--- src/rtl/srb_pkg.sv ---
package srb_pkg;
  localparam int unsigned CH_COUNT   = 16;
  localparam int unsigned CORR_WIDTH = 6;
  localparam int unsigned PACKET_W   = 192;
  localparam int unsigned CORR_LSB   = 24;
  localparam int unsigned DELAY_W    = 8;
endpackage

--- src/rtl/srb_flag_sampler.sv ---
module srb_flag_sampler #(
  parameter int unsigned N_CH  = srb_pkg::CH_COUNT,
  parameter int unsigned CNT_W = srb_pkg::DELAY_W
) (
  input  logic             clk,
  input  logic             rst,
  input  logic             gs_start,
  input  logic [CNT_W-1:0] setup_cycles,
  input  logic [N_CH-1:0]  lod_in,
  input  logic             tef_in,
  output logic [N_CH-1:0]  lod_q,
  output logic             tef_q,
  output logic             err_n
);
  logic [CNT_W-1:0] cnt;
  logic             armed;
  logic             sample_fire;

  assign sample_fire = armed && (cnt == '0) && !gs_start;

  always_ff @(posedge clk) begin
    if (rst) begin
      cnt   <= '0;
      armed <= 1'b0;
    end else if (gs_start) begin
      cnt   <= setup_cycles;
      armed <= 1'b1;
    end else if (armed) begin
      if (cnt == '0) armed <= 1'b0;
      else           cnt   <= cnt - 1'b1;
    end
  end

  always_ff @(posedge clk) begin
    if (rst) begin
      lod_q <= '0;
      tef_q <= 1'b0;
      err_n <= 1'b1;
    end else if (sample_fire) begin
      lod_q <= lod_in;
      tef_q <= tef_in;
      err_n <= ~(|lod_in);
    end
  end

  // error output released after reset
  assert_err_released_R1: assert property (@(posedge clk) disable iff (rst)
    $past(rst) |-> err_n);

  // no sampling while the setup counter is still running
  assert_wait_setup_R7: assert property (@(posedge clk) disable iff (rst)
    (armed && cnt != '0 && !gs_start) |=> ($stable(lod_q) && $stable(tef_q)));

  // error output follows the flags seen at the sampling edge
  assert_err_follows_R8: assert property (@(posedge clk) disable iff (rst)
    sample_fire |=> (err_n == ~(|$past(lod_in))));

  // error output does not move between samples
  assert_err_steady_R8: assert property (@(posedge clk) disable iff (rst)
    !sample_fire |=> $stable(err_n));
endmodule

--- src/rtl/srb_packet_builder.sv ---
module srb_packet_builder #(
  parameter int unsigned N_CH     = srb_pkg::CH_COUNT,
  parameter int unsigned DC_W     = srb_pkg::CORR_WIDTH,
  parameter int unsigned PKT_W    = srb_pkg::PACKET_W,
  parameter int unsigned DC_LSB   = srb_pkg::CORR_LSB,
  localparam int unsigned DC_BITS = N_CH * DC_W,
  localparam int unsigned TEF_POS = N_CH
) (
  input  logic [N_CH-1:0]    lod_q,
  input  logic               tef_q,
  input  logic [DC_BITS-1:0] dc_data,
  output logic [PKT_W-1:0]   packet
);
  logic [PKT_W-1:0] chan_bits;
  logic [PKT_W-1:0] dc_bits;
  logic [PKT_W-1:0] tef_bits;

  for (genvar ch = 0; ch < N_CH; ch++) begin : g_chan
    always_comb begin
      chan_bits[ch] = lod_q[ch];
    end
  end
  assign chan_bits[PKT_W-1:N_CH] = '0;

  for (genvar k = 0; k < PKT_W; k++) begin : g_field
    if (k >= DC_LSB && k < DC_LSB + DC_BITS) begin : g_dc
      assign dc_bits[k] = dc_data[k-DC_LSB];
    end else begin : g_zero
      assign dc_bits[k] = 1'b0;
    end
    if (k == TEF_POS) begin : g_tef
      assign tef_bits[k] = tef_q;
    end else begin : g_notef
      assign tef_bits[k] = 1'b0;
    end
  end

  assign packet = chan_bits | dc_bits | tef_bits;
endmodule

--- src/rtl/srb_shift_reg.sv ---
module srb_shift_reg #(
  parameter int unsigned W = srb_pkg::PACKET_W
) (
  input  logic         clk,
  input  logic         rst,
  input  logic         load,
  input  logic [W-1:0] load_val,
  input  logic         shift_en,
  input  logic         sin,
  output logic         sout
);
  logic [W-1:0] sreg;

  always_ff @(posedge clk) begin
    if (rst)           sreg <= '0;
    else if (load)     sreg <= load_val;
    else if (shift_en) sreg <= {sreg[W-2:0], sin};
  end

  assign sout = sreg[W-1];

  // a load takes the whole packet, even with a shift pending
  assert_load_takes_R2: assert property (@(posedge clk) disable iff (rst)
    load |=> (sreg == $past(load_val)));

  // one-bit move with the new bit at the bottom
  assert_shift_step_R3: assert property (@(posedge clk) disable iff (rst)
    (shift_en && !load) |=> (sreg == {$past(sreg[W-2:0]), $past(sin)}));

  // idle cycles leave the register untouched
  assert_idle_hold_R9: assert property (@(posedge clk) disable iff (rst)
    (!shift_en && !load) |=> $stable(sreg));
endmodule

--- src/rtl/status_readback.sv ---
module status_readback #(
  parameter int unsigned N_CH   = srb_pkg::CH_COUNT,
  parameter int unsigned DC_W   = srb_pkg::CORR_WIDTH,
  parameter int unsigned PKT_W  = srb_pkg::PACKET_W,
  parameter int unsigned DC_LSB = srb_pkg::CORR_LSB,
  parameter int unsigned CNT_W  = srb_pkg::DELAY_W
) (
  input  logic                 clk,
  input  logic                 rst,
  input  logic                 mode_dc,
  input  logic                 latch,
  input  logic                 shift_en,
  input  logic                 sdata_in,
  output logic                 sdata_out,
  input  logic                 gs_start,
  input  logic [CNT_W-1:0]     setup_cycles,
  input  logic [N_CH-1:0]      lod_in,
  input  logic                 tef_in,
  input  logic [N_CH*DC_W-1:0] dc_data,
  output logic                 err_n
);
  logic [N_CH-1:0]  lod_q;
  logic             tef_q;
  logic [PKT_W-1:0] packet;
  logic             load_pkt;

  assign load_pkt = latch && !mode_dc;

  srb_flag_sampler #(.N_CH(N_CH), .CNT_W(CNT_W)) u_sampler (
    .clk(clk), .rst(rst), .gs_start(gs_start), .setup_cycles(setup_cycles),
    .lod_in(lod_in), .tef_in(tef_in), .lod_q(lod_q), .tef_q(tef_q), .err_n(err_n)
  );

  srb_packet_builder #(.N_CH(N_CH), .DC_W(DC_W), .PKT_W(PKT_W), .DC_LSB(DC_LSB)) u_builder (
    .lod_q(lod_q), .tef_q(tef_q), .dc_data(dc_data), .packet(packet)
  );

  srb_shift_reg #(.W(PKT_W)) u_shift (
    .clk(clk), .rst(rst), .load(load_pkt), .load_val(packet),
    .shift_en(shift_en), .sin(sdata_in), .sout(sdata_out)
  );

  // a latch in correction mode leaves the output alone
  assert_dc_latch_ignored_R5: assert property (@(posedge clk) disable iff (rst)
    (latch && mode_dc && !shift_en) |=> $stable(sdata_out));

  // the first bit after a load is the reserved top bit
  assert_first_bit_reserved_R2: assert property (@(posedge clk) disable iff (rst)
    (latch && !mode_dc) |=> (sdata_out == 1'b0));
endmodule

--- config.mk ---
export PLATFORM = sky130hd
export DESIGN_NAME = status_readback
export DESIGN_NICKNAME = d
export VERILOG_FILES = /design/src/rtl/srb_pkg.sv /design/src/rtl/srb_flag_sampler.sv /design/src/rtl/srb_packet_builder.sv /design/src/rtl/srb_shift_reg.sv /design/src/rtl/status_readback.sv
export SDC_FILE = /design/constraint.sdc
export NUM_CORES = 1
export LEC_CHECK = 0
export BUFFER_PORTS_ARGS = -buffer_cell sky130_fd_sc_hd__buf_4
export CAP_MARGIN = 20
export CORE_MARGIN = 2
export CORE_UTILIZATION = 60
export CTS_CLUSTER_DIAMETER = 100
export DETAILED_ROUTE_END_ITERATION = 7
export PLACE_DENSITY = 0.83
export REMOVE_ABC_BUFFERS = 1
export SYNTH_ARGS = -nofsm -noshare
export SYNTH_HDL_FRONTEND = slang
export SYNTH_SLANG_ARGS = --single-unit
--- constraint.sdc ---
create_clock -name clk -period 3.1 [get_ports clk]
set_input_delay 0.155 -clock clk [delete_from_list [all_inputs] [get_ports clk]]
set_output_delay 0.155 -clock clk [all_outputs]
set_load 0.005 [all_outputs]
Word level (Yosys, flattened, before mapping)
Cells that the tools add are included.
- add/subtract/negate cells: 1
- eq/ne operators: 1
- mux-type cells: 8
- bitwise logic cells: 3
- reduce and logical (&&, ||, !) cells: 10
- operators by type and width (operator ; count):
    $mux 192 ; 2
    $or 192x17->192 ; 1
    $or 16x120->120 ; 1
    $mux 8 ; 3
    $reduce_or 16->1 ; 1
    $logic_not 8->1 ; 1
    $sub 8x1->8 const B ; 1
    $reduce_bool 2->1 ; 2
    $logic_and 1x1->1 ; 3
    $mux 1 ; 3
    $logic_not 1->1 ; 2
    $ne 2x2->1 const B ; 1
    $reduce_and 2->1 ; 1
    $not 1->1 ; 1
- bits in registers: 219
- input bits: 128
- logic and storage cells: 29

Longest topological paths before layout
Gate-level depths: netlist (run 1).
- depth after elaboration: 4
- gate-level depth with buffers: 8
- gate-level depth less buffers: 6

Modules after synthesis
Synthesis (run 1) repeated with hierarchy kept, for this count alone.
- cells, all modules: 1205
- area, all modules: 11860.1 µm²
- modules (own cells, without submodules) (module ; times used ; cells an instance ; area an instance (µm²)):
    srb_shift_reg ; 1 ; 854 ; 9068.7
    srb_packet_builder ; 1 ; 193 ; 1445.1
    srb_flag_sampler ; 1 ; 157 ; 1332.5
    status_readback ; 1 ; 1 ; 13.8

Worst setup path before layout (run 1)
Ideal clock, no wire load.
- path type: reg-to-reg
- start point: reg u_sampler.cnt[0]
- end point: reg u_sampler.lod_q[10]
- data arrival time: 1660 ps
- required time: 2972 ps
- path slack: 1313 ps
- stages on the path, launching flop included: 9
- path buffers: 2
- period minus slack after synthesis: 1787 ps
- path through: dfxtp_1 -> inv_1 -> ha_1 -> nor3b_1 -> nand4_1 -> buf_2 -> buf_4 -> mux2i_1 -> nor2_1
- word-level cells in the longest chain between the ends: 3
- RTL lines (what ; line ; RTL):
    start, declared ; srb_flag_sampler.sv:15 ; logic [CNT_W-1:0] cnt;
    start signal, assigned ; srb_flag_sampler.sv:26 ; cnt <= setup_cycles;
    start signal, assigned ; srb_flag_sampler.sv:30 ; else cnt <= cnt - 1'b1;
    $logic_not 8->1 ; srb_flag_sampler.sv:19 ; assign sample_fire = armed && (cnt == '0) && !gs_start;
    $logic_and 1x1->1 (2 in a row) ; srb_flag_sampler.sv:19 ;
    end signal, assigned ; srb_flag_sampler.sv:40 ; lod_q <= lod_in;
    end, declared ; srb_flag_sampler.sv:11 ; output logic [N_CH-1:0] lod_q,
No other way between the ends.
A chain may end at the register's enable or synchronous reset.

Worst setup path after layout (run 1)
Ends and elaborated chain as after synthesis.

==> flow_metrics.tcl, run 1 <==
set metrics [dict create \
    rsz0062_at_grt "false" \
    cpMaxStageDelayCell "nor3b_1" \
    cp-endpoint "u_sampler.lod_q[10]" \
    cp.depth 7 \
    wl_um 21600 \
    whs_ns 0.0115 \
    r2r_start "u_sampler.cnt[0]" \
    firstDrtPassIters 5 \
    clock-sinks 219 \
    ys_seq_area_frac 0.498 \
    cp_cell_sequence "inv_1, ha_1, nor3b_1, nand4_1, buf_4, mux2i_1, nor2_1" \
    cp.required_ns 3.44 \
    worst-slew-pin-transition_ns 0.928 \
    initial_core_util 0.611 \
    antenna_cells 0 \
    ant_nets 0 \
    cts.clk_slew.worst_paths_ns 0.06 \
    clock.fmax_ghz 0.462 \
    switching_share 0.234 \
    routed-via-count 7234 \
    fp-row-count 44 \
    dp_hpwl_um 10300 \
    path_buf_inv 2 \
    drv_cap 0 \
    p_seq_frac 0.474 \
    seq_area_um2 4380 \
    core_area_um2 14400 \
    critPathKind "reg -> reg" \
    die_h_um 125 \
    clock_skew_ns 0.0114 \
    tns_ns 0 \
    slew_headroom 0.382 \
    final_cell_mix "dfxtp_1, nor2_1, mux2i_1" \
    synth-seq-cells 219 \
    grt_pass1_wl_um 35500 \
    worst_ep_arrival_time_ns 2.50 \
    yosysUniqueCellTypes 36 \
    numCtsBuffers 22 \
    ys_async_sr_fraction 0 \
    grt_overflow 0 \
    layout_min_cycle_time_ns 2.16 \
    crit_path_start_kind "register" \
    drt_iter0_markers 386 \
    ff2ff_path_depth 7 \
    drive_gt1_frac 0.163 \
    layout_commonest_cell "dfxtp_1" \
    cp_slowest_stage_delay_ns 0.58 \
    grt_pass1_vias 7334 \
    powerDensity_nw_per_um2 542 \
    netlist_instances 884 \
    leakage_nw 5.16 \
    clkPwrFrac 0.410 \
    die_w_um 125 \
    clk-insertion-delay-late_ns 0.49 \
    intPower_w 0.00487 \
    drv_slew 0 \
    multiInputGateArea_um2 4110 \
    io-pin-count 130 \
    finalHoldViolCount 0 \
    pwr-share-comb 0.116 \
    ys_warn_count 0 \
    grt_antenna_before_repair 0 \
    status "completed" \
    p_sw_w 0.00149 \
    period_share 0.698 \
    avgSynthCellArea_um2 9.96 \
    cp-startpoint "u_sampler.cnt[0]" \
    grt_max_degree 227 \
    synth_area_um2 8810 \
    n_fill_cell 819 \
    rrSetupSlack_ns 0.94 \
    gp_congestion 0.836 \
    clockBufferDepth 3 \
    root_buffer "clkbuf_16" \
    syn_to_final_growth_pct 33.1 \
    ys.flop_type "dfxtp_1" \
    path_delay_family "simple AND/OR/NAND/NOR gates" \
    cts.htree.levels 1 \
    grt_use_total 0.270 \
    drc_errors 0 \
    wire_per_inst_um 16.8 \
    setup_viol 0 \
    endpoint_kind "register" \
    worstPathMaxFanout 19 \
    hold_class "in -> reg" \
    cts_tree "yes" \
    via_per_inst 5.61 \
    vdd_drop_max_v 0.000431 \
    worstReg2RegEnd "u_sampler.lod_q[10]" \
    synth_edf_count 0 \
    port_buffers 129 \
    die-area_um2 15700 \
    finalNetCount 1220 \
]
==> power groups by stage <==
stage,Combinational (W),Sequential [W],Clock [W]
after floorplan,0.000324,0.00304,0
after global placement,0.000574,0.00306,0
after detailed placement,0.000584,0.00306,0
after CTS,0.000709,0.00300,0.00263
after global routing,0.000797,0.00302,0.00275
final,0.000739,0.00301,0.00261
==> final cells by class <==
cell class / instances / area share
multi-input cells: 587 / 0.351
clock inverters: 7 / 0.00534
flip-flops and latches: 219 / 0.374
well taps: 184 / 0.0196
inverters: 3 / 0.000961
clock buffers: 32 / 0.0554
repair buffers: 257 / 0.194
==> what timing repair did <==
| item | CTS | global route |
|---|---|---|
| hold buffers | 118 | 1 |
| buffers inserted | 0 | 0 |
| hold endpoints to repair | 116 | 1 |
| resized for setup | 0 | 0 |
| endpoints found under the setup margin | 0 | 0 |
==> cell usage after synthesis, drive strengths merged (3+ instances only) <==
cell	number	area, um^2
a211oi	118	886
a21oi	3	15.0
buf	27	131
clkbuf	48	180
dfxtp	219	4380
inv	3	11.3
mux2i	209	2090
nand2	4	15.0
nand2b	3	18.8
nor2	215	807
nor3	3	15.0
nor4	7	50.1
or3	3	20.0
==> routing by layer <==
metal	vias up	track usage	part of all wire
met5	-	0	0
met4	0	0.0863	0.029
li1	3541	-	-
met1	3422	0.326	0.41
met2	217	0.496	0.52
met3	54	0.0389	0.046
==> cell families (layout without fill, tap and decap cells) <==
logic type	Yosys count	in the layout	synth area share
XOR/XNOR	2	2	0.00199
adder cells (fa/ha/maj)	2	2	0.00284
buffers and inverters	78	299	0.0367
multiplexers	209	209	0.238
AND/OR/NAND/NOR	244	244	0.113
AO/OA/AOI/OAI	130	130	0.111
flip-flops	219	219	0.498
==> per-stage QoR <==
| stage | utilization | cell area (um^2) | worst slack (ns) | power (W) | instances |
|---|---|---|---|---|---|
| final | 0.813 | 11700 | 0.935 | 0.00636 | 1289 |
| after global routing | 0.813 | 11700 | 0.760 | 0.00657 | 1289 |
| after floorplan | - | 8500 | -4.25 | 0.00337 | 809 |
| after CTS | 0.812 | 11700 | 1.11 | 0.00634 | 1288 |
| after detailed placement | 0.681 | 9820 | 1.14 | 0.00365 | 1131 |
| after global placement | 0.681 | 9820 | 1.19 | 0.00363 | 1131 |
==> sequential cells by signal, indices dropped and copies added, names as in the netlist <==
signal           cells
u_shift.sreg       192
u_sampler.lod_q     16
u_sampler.cnt        8
u_sampler.armed      1
u_sampler.err_n      1
u_sampler.tef_q      1
==> worst register-to-register path: stages (launching register included) <==
cell     delay (ns)
dfxtp_1        0.33
inv_1          0.13
ha_1           0.15
nor3b_1        0.58
nand4_1        0.20
buf_4          0.27
mux2i_1        0.26
nor2_1         0.09
==> worst min path at each step <==
| stage | from | end | slack, ns | cells after the start |
|---|---|---|---|---|
| 5_1_grt | dc_data[83] | u_shift.sreg[107] | 0.01 | 3 |
| 6_report | dc_data[83] | u_shift.sreg[107] | 0.01 | 3 |
| 3_5_place_dp | tef_in | u_sampler.tef_q | 0.40 | 3 |
| 3_3_place_gp | lod_in[2] | u_sampler.lod_q[2] | 0.39 | 3 |
| 4_1_cts | dc_data[92] | u_shift.sreg[116] | 0.0008 | 3 |
| 2_1_floorplan | rst | u_sampler.armed | 0.22 | 1 |
Note: power is estimated with default switching activity, not from simulation.
==> inputs of run 2 (changes only) <==
Settings changed: ABC_AREA set to 1, CORE_UTILIZATION 60 to 51, PLACE_DENSITY 0.83 to 0.76.
Clock period 3.1 ns to 1.75 ns, I/O delays scaled along.
==> flow_metrics.tcl, run 2 <==
set metrics [dict create \
    routed-via-count 8621 \
    die_w_um 134 \
    grt_use_total 0.247 \
    finalNetCount 1491 \
    drv_cap 0 \
    dp_hpwl_um 11700 \
    whs_ns 0.0244 \
    cp.required_ns 2.14 \
    post-synth-top-count-cell "nand2_1" \
    ys.flop_type "dfxtp_1" \
    largest-register "u_shift.sreg" \
    clk-insertion-delay-late_ns 0.50 \
    cts_hold_buf 127 \
    critPathKind "reg -> reg" \
    grt_max_degree 93 \
    core_area_um2 16500 \
    drc_errors 0 \
    n_fill_cell 1237 \
    ys_top_cells_by_count "nand2_1, dfxtp_1, o21ai_0, a31oi_1, a21oi_1" \
    clockBufferDepth 3 \
    post_cts_buffers 0 \
    pre_cts_slack_ns 0.223 \
    ant_nets 0 \
    cts.clk_slew.worst_paths_ns 0.06 \
    p_seq_frac 0.459 \
    hold_class "in -> reg" \
    clock.fmax_ghz 0.621 \
    fin_ws_ns 0.141 \
    synth-seq-cells 219 \
    final_cell_mix "nand2_1, dfxtp_1, buf_4" \
    power.total_w 0.0116 \
    vdd_drop_max_v 0.000772 \
    ys_top_cells_by_area "dfxtp_1, nand2_1, a31oi_1, o21ai_0, a21oi_1" \
    worstPathMaxFanout 18 \
    ys_warn_count 0 \
    cp_cell_sequence "inv_1, ha_1, nand2_2, nor2_4, nand3_2, o21ai_0, nor2_1" \
    numCtsBuffers 22 \
    cts.htree.levels 1 \
    p_sw_w 0.00276 \
    clkPwrFrac 0.422 \
    yosysUniqueCellTypes 27 \
    clock_skew_ns 0.00594 \
    clock-sinks 219 \
    drt_iter0_markers 639 \
    synth_area_um2 8600 \
    syn_to_final_growth_pct 37.6 \
    ys_seq_area_frac 0.510 \
    setup_viol 0 \
    synth-xor-area-share 0.00204 \
    cpMaxStageDelayCell "dfxtp_1" \
    leakage_nw 4.37 \
    period_share 0.920 \
    grt_pass1_wl_um 37000 \
    synth.mux.area_fraction 0 \
    port_buffers 129 \
    pwr-share-comb 0.119 \
    fp-row-count 47 \
    wl_um 22700 \
    grt_pass1_vias 8093 \
    cp_slowest_stage_delay_ns 0.32 \
    layout_min_cycle_time_ns 1.61 \
    status "completed" \
    drv_slew 0 \
    worst-slew-pin-transition_ns 0.489 \
    crit_path_start_kind "register" \
    synthAdderAreaFrac 0.00291 \
    synth_largest_area_cell "dfxtp_1" \
    slew_headroom 0.674 \
    avgSynthCellArea_um2 7.46 \
    largest_registers "u_shift.sreg (192), u_sampler.lod_q (16), u_sampler.cnt (8)" \
    yosysTopAreaCellShare 0.510 \
    grt_antenna_before_repair 1 \
    die-area_um2 17900 \
    powerDensity_nw_per_um2 983 \
    io-pin-count 130 \
    synth_edf_count 0 \
    netlist_instances 1152 \
    layout_commonest_cell "nand2_1" \
    firstDrtPassIters 7 \
    root_buffer "clkbuf_16" \
    synth_top_family_by_area "simple AND/OR/NAND/NOR gates" \
    drive_gt1_frac 0.143 \
    rsz0062_at_grt "false" \
    die_h_um 134 \
    ys_async_sr_fraction 0 \
    grt_overflow 0 \
    synth_compound_area_frac 0.213 \
    intPower_w 0.00887 \
    finalHoldViolCount 0 \
    cts_tree "yes" \
    gp_congestion 0.809 \
    wire_per_inst_um 14.2 \
    initial_core_util 0.520 \
    synth-simple-area-share 0.221 \
    switching_share 0.237 \
    ctsResizeCount 0 \
    worst_ep_arrival_time_ns 2.00 \
    via_per_inst 5.39 \
    endpoint_kind "register" \
    largest_register_ffs 192 \
]
-- run 2: cell types whose count changed in the layout (fill, tap and decap cells not counted), moves of 7 or more --
cell	change
nand2_1	+410
buf_12	+9
a21oi_1	+80
nor2_1	-166
o21ai_0	+133
nand3_1	+7
a211oi_1	-118
dlygate4sd3_1	+8
a31oi_1	+112
mux2i_1	-209
inv_1	+11
-- run 2: cell families (layout without fill, tap and decap cells) --
| kind of cell | count (synthesis) | count (layout) |
|---|---|---|
| compound gates | 336 | 336 |
| xor+xnor | 2 | 2 |
| fa+ha+maj | 2 | 2 |
| buf+inv | 107 | 332 |
| flops | 219 | 219 |
| other cells | 0 | 2 |
| simple gates | 486 | 486 |
-- run 2: metrics by stage --
stage                     setup TNS, ns  cell area (um^2)   util  std cells
final                                 0             11800  0.716       1599
after global routing                  0             11800  0.716       1599
after CTS                             0             11800  0.715       1597
after detailed placement              0              9780  0.592       1430
after global placement                0              9780  0.592       1430
after floorplan                 -553.69              8220      -       1060
-- run 2: worst paths after layout --
| path | startpoint | to | slack [ns] | cells past startpoint |
|---|---|---|---|---|
| worst max register to register | u_sampler.cnt[0] | u_sampler.lod_q[5] | 0.14 | 7 |
| worst max-delay path | u_sampler.cnt[0] | u_sampler.lod_q[5] | 0.14 | 7 |
| worst min-delay path | dc_data[26] | u_shift.sreg[50] | 0.02 | 3 |
| worst min register to register | u_shift.sreg[127] | u_shift.sreg[128] | 0.45 | 2 |
-- run 2: critical path, delay by kind of cell, from the launching register on --
kind	cells	cell delay, ns
and+or+nand+nor	4	0.59
buffers and inverters	1	0.09
AOI/OAI and AO/OA	1	0.32
adders and majority gates	1	0.16
DFF	1	0.32
-- run 2: final cells by class --
| type | instances | area, um^2 | share of cell area |
|---|---|---|---|
| flip-flops and latches | 219 | 4380 | 0.371 |
| multi-input cells | 826 | 3780 | 0.320 |
| repair buffers | 277 | 2550 | 0.216 |
| clock buffers | 34 | 687 | 0.0581 |
| well taps | 220 | 275 | 0.0233 |
| clock inverters | 6 | 80.1 | 0.00677 |
| inverters | 15 | 58.8 | 0.00497 |
| diodes | 2 | 5.00 | 0.000423 |
-- run 2: metal layers --
| layer | global-route usage | wire length, um |
|---|---|---|
| met5 | 0 | 0 |
| met4 | 0.110 | 894 |
| met3 | 0.0404 | 1160 |
| met2 | 0.423 | 11000 |
| met1 | 0.306 | 9670 |
-- run 2: power groups by stage --
stage	combinational (W)	clock [W]	sequential (W)
floorplan	0.000599	0	0.00541
global placement	0.00110	0	0.00544
detailed placement	0.00111	0	0.00544
CTS	0.00135	0.00500	0.00533
global route	0.00152	0.00515	0.00536
finish	0.00138	0.00491	0.00534
